### src/rtl/speed_switch_pkg.sv
package speed_switch_pkg;
  typedef struct packed {
    logic commit;
    logic halt;
    logic wake;
    logic fault;
    logic armLoad;
    logic armClear;
  } spdCtlT;
endpackage

### src/rtl/speed_switch_ctl.sv
module speed_switch_ctl
  import speed_switch_pkg::*;
#(
  parameter int KEY_W = 4
) (
  input  logic             stopReq,
  input  logic             regWe,
  input  logic             monoMode,
  input  logic [KEY_W-1:0] keysN,
  input  logic             armedQ,
  input  logic             stoppedQ,
  output spdCtlT           ctl
);
  localparam logic [KEY_W-1:0] KEYS_IDLE = '1;

  always_comb begin
    ctl.commit   = stopReq && armedQ && !monoMode;
    ctl.fault    = stopReq && armedQ && monoMode;
    ctl.halt     = stopReq && !armedQ;
    ctl.wake     = stoppedQ && (keysN != KEYS_IDLE);
    ctl.armClear = stopReq && armedQ;
    ctl.armLoad  = regWe && !stopReq;
  end
endmodule

### src/rtl/speed_switch_dp.sv
module speed_switch_dp
  import speed_switch_pkg::*;
#(
  parameter int DATA_W = 8
) (
  input  logic              clk,
  input  logic              rstN,
  input  spdCtlT            ctl,
  input  logic              wrBit,
  output logic              armedQ,
  output logic              speedQ,
  output logic              stoppedQ,
  output logic              divRstQ,
  output logic              faultQ,
  output logic [DATA_W-1:0] rdData,
  output logic [1:0]        cpuClocks
);
  localparam int FILL_W = DATA_W - 2;

  always_ff @(posedge clk or negedge rstN) begin
    if (!rstN) begin
      armedQ   <= 1'b0;
      speedQ   <= 1'b0;
      stoppedQ <= 1'b0;
      divRstQ  <= 1'b0;
      faultQ   <= 1'b0;
    end else begin
      if (ctl.armClear)     armedQ <= 1'b0;
      else if (ctl.armLoad) armedQ <= wrBit;
      if (ctl.commit) speedQ <= ~speedQ;
      if (ctl.halt)      stoppedQ <= 1'b1;
      else if (ctl.wake) stoppedQ <= 1'b0;
      divRstQ <= ctl.commit;
      faultQ  <= ctl.fault;
    end
  end

  assign rdData    = {speedQ, {FILL_W{1'b1}}, armedQ};
  assign cpuClocks = speedQ ? 2'd1 : 2'd2;

  AST_DIV_ONE_CYCLE: assert property (@(posedge clk) disable iff (!rstN)
    divRstQ |=> !divRstQ) else $error("divReset wider than one cycle");
endmodule

### src/rtl/speed_switch.sv
module speed_switch
  import speed_switch_pkg::*;
#(
  parameter int DATA_W = 8,
  parameter int KEY_W  = 4
) (
  input  logic              clk,
  input  logic              rstN,
  input  logic              monoMode,
  input  logic              regWe,
  input  logic [DATA_W-1:0] regWrData,
  output logic [DATA_W-1:0] regRdData,
  input  logic              stopReq,
  input  logic [KEY_W-1:0]  keysN,
  output logic              doubleSpeed,
  output logic              stopped,
  output logic              divReset,
  output logic              switchError,
  output logic [1:0]        cpuClocks
);
  spdCtlT ctl;
  logic   armedQ;

  speed_switch_ctl #(.KEY_W(KEY_W)) u_ctl (
    .stopReq (stopReq),
    .regWe   (regWe),
    .monoMode(monoMode),
    .keysN   (keysN),
    .armedQ  (armedQ),
    .stoppedQ(stopped),
    .ctl     (ctl)
  );

  speed_switch_dp #(.DATA_W(DATA_W)) u_dp (
    .clk      (clk),
    .rstN     (rstN),
    .ctl      (ctl),
    .wrBit    (regWrData[0]),
    .armedQ   (armedQ),
    .speedQ   (doubleSpeed),
    .stoppedQ (stopped),
    .divRstQ  (divReset),
    .faultQ   (switchError),
    .rdData   (regRdData),
    .cpuClocks(cpuClocks)
  );

  AST_ARM_LOAD: assert property (@(posedge clk) disable iff (!rstN)
    regWe && !stopReq |=> regRdData[0] == $past(regWrData[0])) else $error("arm load");
  AST_SPEED_STEADY: assert property (@(posedge clk) disable iff (!rstN)
    !stopReq |=> $stable(doubleSpeed)) else $error("speed moved");
  AST_SPEED_FLIP: assert property (@(posedge clk) disable iff (!rstN)
    stopReq && regRdData[0] && !monoMode |=> doubleSpeed != $past(doubleSpeed) && divReset)
    else $error("speed flip");
  AST_WAKE_ON_KEY: assert property (@(posedge clk) disable iff (!rstN)
    stopped && keysN != '1 && !stopReq |=> !stopped) else $error("no wake");
  AST_MONO_FAULT: assert property (@(posedge clk) disable iff (!rstN)
    stopReq && regRdData[0] && monoMode |=> switchError && $stable(doubleSpeed) && !stopped)
    else $error("mono fault");
  AST_STOP_WINS: assert property (@(posedge clk) disable iff (!rstN)
    stopReq && regRdData[0] |=> !regRdData[0]) else $error("arm not cleared");
endmodule

### config.mk
export PLATFORM = sky130hd
export DESIGN_NAME = speed_switch
export DESIGN_NICKNAME = d
export VERILOG_FILES = /design/src/rtl/speed_switch_pkg.sv /design/src/rtl/speed_switch_ctl.sv /design/src/rtl/speed_switch_dp.sv /design/src/rtl/speed_switch.sv
export SDC_FILE = /design/constraint.sdc
export NUM_CORES = 1
export LEC_CHECK = 0
export BUFFER_PORTS_ARGS = -buffer_cell sky130_fd_sc_hd__clkbuf_2
export CORE_AREA = 2 2 39 41
export CTS_CLUSTER_SIZE = 28
export DETAILED_ROUTE_END_ITERATION = 10
export DIE_AREA = 0 0 41 43
export HOLD_SLACK_MARGIN = 0.08
export PLACE_DENSITY = 0.66
export SYNTH_ARGS = -nofsm -noshare
export SYNTH_HDL_FRONTEND = slang
export SYNTH_HIERARCHICAL = 1
export SYNTH_SLANG_ARGS = --single-unit
### constraint.sdc
create_clock -name clk -period 1.1 [get_ports clk]
set_input_delay 0.275 -clock clk [delete_from_list [all_inputs] [get_ports clk]]
set_output_delay 0.275 -clock clk [all_outputs]
set_load 0.005 [all_outputs]
==> impl_results.md <==
- Run status: complete, no violations
- Worst-case clock buffer depth: 2
- Routed vias/inst: 3.59
- Top cell type's share of synthesized area: 43.3%
- Data required time at the worst endpoint: 0.82 ns
- Synth unique cells: 14
- Total power of the final layout: 0.702 mW
- Via total after detailed routing: 226
- Cell Count Post-Placement: 57
- Mux contribution to synthesized area: 3.46%
- Worst-case setup margin in the final layout: 0.0190 ns
- Static Leakage: 0.235 nW
- Final number of hold-violating endpoints: 0
- Synthesized area per cell: 10.3 µm²
- Overall fraction of global-route tracks in use: 7.65%
- Register-to-register path setup slack: 0.18 ns
- Synth async-reset ratio: 100%
- Worst hold path class: in2reg
- Cell-by-cell trace of the critical path: inv_1 > buf_2
- Setup crit start: u_dp/speedQ$_DFFE_PN0P_
- Most used DFF post-synth: dfrtp_1
- Fraction of layout cells with a size suffix above 1: 48.9%
- Cell at the root of the clock tree: clkbuf_4
- Endpoint type of the worst setup path: primary output
- Launching point of the worst reg2reg path: u_dp/armedQ$_DFFE_PN0P_
- DRC viols: 0
- Clock period minus final worst setup slack: 1.08 ns
- Post-synth EDFFs: 0
- Overflow left after global routing: 0
- RePlAce Congestion: 0.601
- Stage delay of the slowest cell on the critical path: 0.41 ns
- Count of maximum capacitance violations: 0
- Detail Route Antenna Nets: 0
- Unrepaired setup endpoints after global routing: true
- Clock net sink count: 5
- Antenna Diode Count: 0
- Number of DRC violations after detailed-routing iteration 0: 1
- Die footprint: 1760 µm²
- Total setup violations reported at the end of the flow: 0
- Ratio of final minimum period to clock period: 98.3%
- Total number of placement rows: 14
- Critical path destination: cpuClocks[1]
- Pins over their slew limit: 0
- Cell with the most instances after synthesis: buf_4
- Seq cells post-synth: 5
- Initial standard-cell utilization of the core: 20.9%
- Largest fanout of any net on the critical path: 5
- Simple-gate share of the synthesized area: 16.0%
- Overall die width: 41 µm
- HPWL Detailed: 408 µm
- Core region area: 1380 µm²
- Number of fill cells: 166
- Share of the yosys chip area belonging to registers: 43.3%
- Total of warnings raised by yosys: 6
- TritonRoute pass-1 iters: 4
- Adder and majority cell fraction of the synthesized area: 0%
- Pin count of the biggest net entering global routing: 6
- Compound-Gate Fraction of Synth Area: 5.63%
- Number of global-route vias before repair: 219
- Average wire per cell in the routed design: 7.81 µm
- Clock transition at the registers of the reported paths: 0.04 ns
- P&R area growth vs syn: 34.6%
- Synthesized instance count: 28
- Post-Synth XOR/XNOR Area: 3.03%
- Count of port buffers added during placement: 17
- Synthesized area: 289 µm²
- CP arrival: 0.81 ns
- Peak Freq: 925 MHz
- Critical-path top delay cell: dfrtp_1
- Initial antenna violation count: 0
- Cell count of the worst hold path: 2
- Pre-CTS worst setup slack: 0.159 ns
- TritonCTS clock tree: built
- Number of standard cells in the final layout excluding fillers: 63
- Biggest area contributors in the synthesized netlist: dfrtp_1 (43%), buf_4 (23%), nor2b_4 (4.8%), inv_1 (3.9%), mux2i_1 (3.5%)
- Total Nets Final: 65
- Die height: 43 µm
- End of the worst register-to-register path: u_dp/speedQ$_DFFE_PN0P_
- Clock skew: 0.00152 ns
- Leading cell types by count after synthesis: buf_4 (9), dfrtp_1 (5), inv_1 (3)
- Power per standard cell area: 1800 nW/µm²
- Worst VDD drop: 350 µV
- Most area-hungry cell type in the Yosys netlist: dfrtp_1
- Number of levels the H-tree was split into: 1
- Type of the worst setup path: reg2out
- Element type at the critical path start: register
- Combinational family with the most area after synthesis: buffers and inverters
- Wire length reported by the detailed router: 492 µm
- Top-level port count: 31
- Worst-Skew Late Latency: 0.24 ns
- First-pass GRT wire length: 772 µm
- Number of cell instances on the worst register-to-register path: 3
- Cts bufs inserted: 3
## power by group
| group | leakage (nW) | switching [mW] | internal (mW) |
|---|---|---|---|
| Combinational | 0.157 | 0.0922 | 0.138 |
| Clock | 0.0150 | 0.0694 | 0.137 |
| Sequential | 0.0633 | 0.0396 | 0.226 |
## repair_timing
item	4_1_cts	5_1_grt
hold endpoints to repair	5	0
setup endpoints to repair	1	4
pin swaps	0	0
hold buffers	1	0
gates cloned	0	0
gates resized for setup	0	2
setup buffers	1	0
## worst max-delay path: cells and delay by family (launching register included)
kind | cells | cell delay [ns]
buffers and inverters | 2 | 0.16
DFF | 1 | 0.41
## area by class of cell
cell class / count / area (µm²) / area share [%]
Tap cell: 16 / 20.0 / 5.14
Timing Repair Buffer: 19 / 103 / 26.4
Clock buffer: 4 / 26.3 / 6.75
Sequential cell: 5 / 125 / 32.2
Multi-Input combinational cell: 16 / 104 / 26.7
Inverter: 3 / 11.3 / 2.89
## metrics by stage
step / hold WS (ns) / cell area, µm² / TNS, ns / util, %
2_1_floorplan: -0.0206 / 308 / 0 / -
3_3_place_gp: 0.0922 / 345 / 0 / 25.0
3_5_place_dp: 0.0956 / 345 / 0 / 25.0
4_1_cts: 0.225 / 389 / -0.00138 / 28.1
5_1_grt: 0.237 / 389 / -0.0836 / 28.1
6_report: 0.235 / 389 / 0 / 28.1
## routing by layer
| metal | wire, µm | part of all wire [%] | global-route usage (%) |
|---|---|---|---|
| met2 | 238 | 48 | 10.9 |
| met1 | 157 | 32 | 4.87 |
| met5 | 0 | 0 | 0 |
| met3 | 76 | 15 | 2.62 |
| met4 | 19 | 3.9 | 14.0 |
## placed cells by master (no fill, tap or decap), drive strengths merged
cell type | synthesis | final
inv | 3 | 3
and3 | 1 | 1
a21o | 1 | 1
dlygate4sd3 | 0 | 1
mux2i | 1 | 1
clkbuf | 0 | 19
buf | 9 | 3
dfrtp | 5 | 5
xor2 | 1 | 1
a41oi | 1 | 1
and2b | 1 | 1
conb | 1 | 6
nor2b | 2 | 2
nor2 | 1 | 1
and2 | 1 | 1
## worst min-delay path by stage
stage	from	to	slack, ns
6_report	monoMode	u_dp/divRstQ$_DFF_PN0_	0.23
3_3_place_gp	rstN	u_dp/divRstQ$_DFF_PN0_	0.09
5_1_grt	monoMode	u_dp/divRstQ$_DFF_PN0_	0.24
2_1_floorplan	rstN	u_dp/armedQ$_DFFE_PN0P_	-0.02
4_1_cts	monoMode	u_dp/divRstQ$_DFF_PN0_	0.22
3_5_place_dp	rstN	u_dp/divRstQ$_DFF_PN0_	0.1
## registers in the layout, summed over array words and instances, names as in the netlist
signal	count
u_dp/stoppedQ	1
u_dp/armedQ	1
u_dp/faultQ	1
u_dp/speedQ	1
u_dp/divRstQ	1
## kinds of logic after synthesis
| kind of cell | count (synthesis) |
|---|---|
| muxes | 1 |
| DFF | 5 |
| buffers and inverters | 12 |
| and+or+nand+nor | 6 |
| xor gates and xnor gates | 1 |
| AOI/OAI and AO/OA | 2 |
| other | 1 |
(Power assumes the default switching activity.)
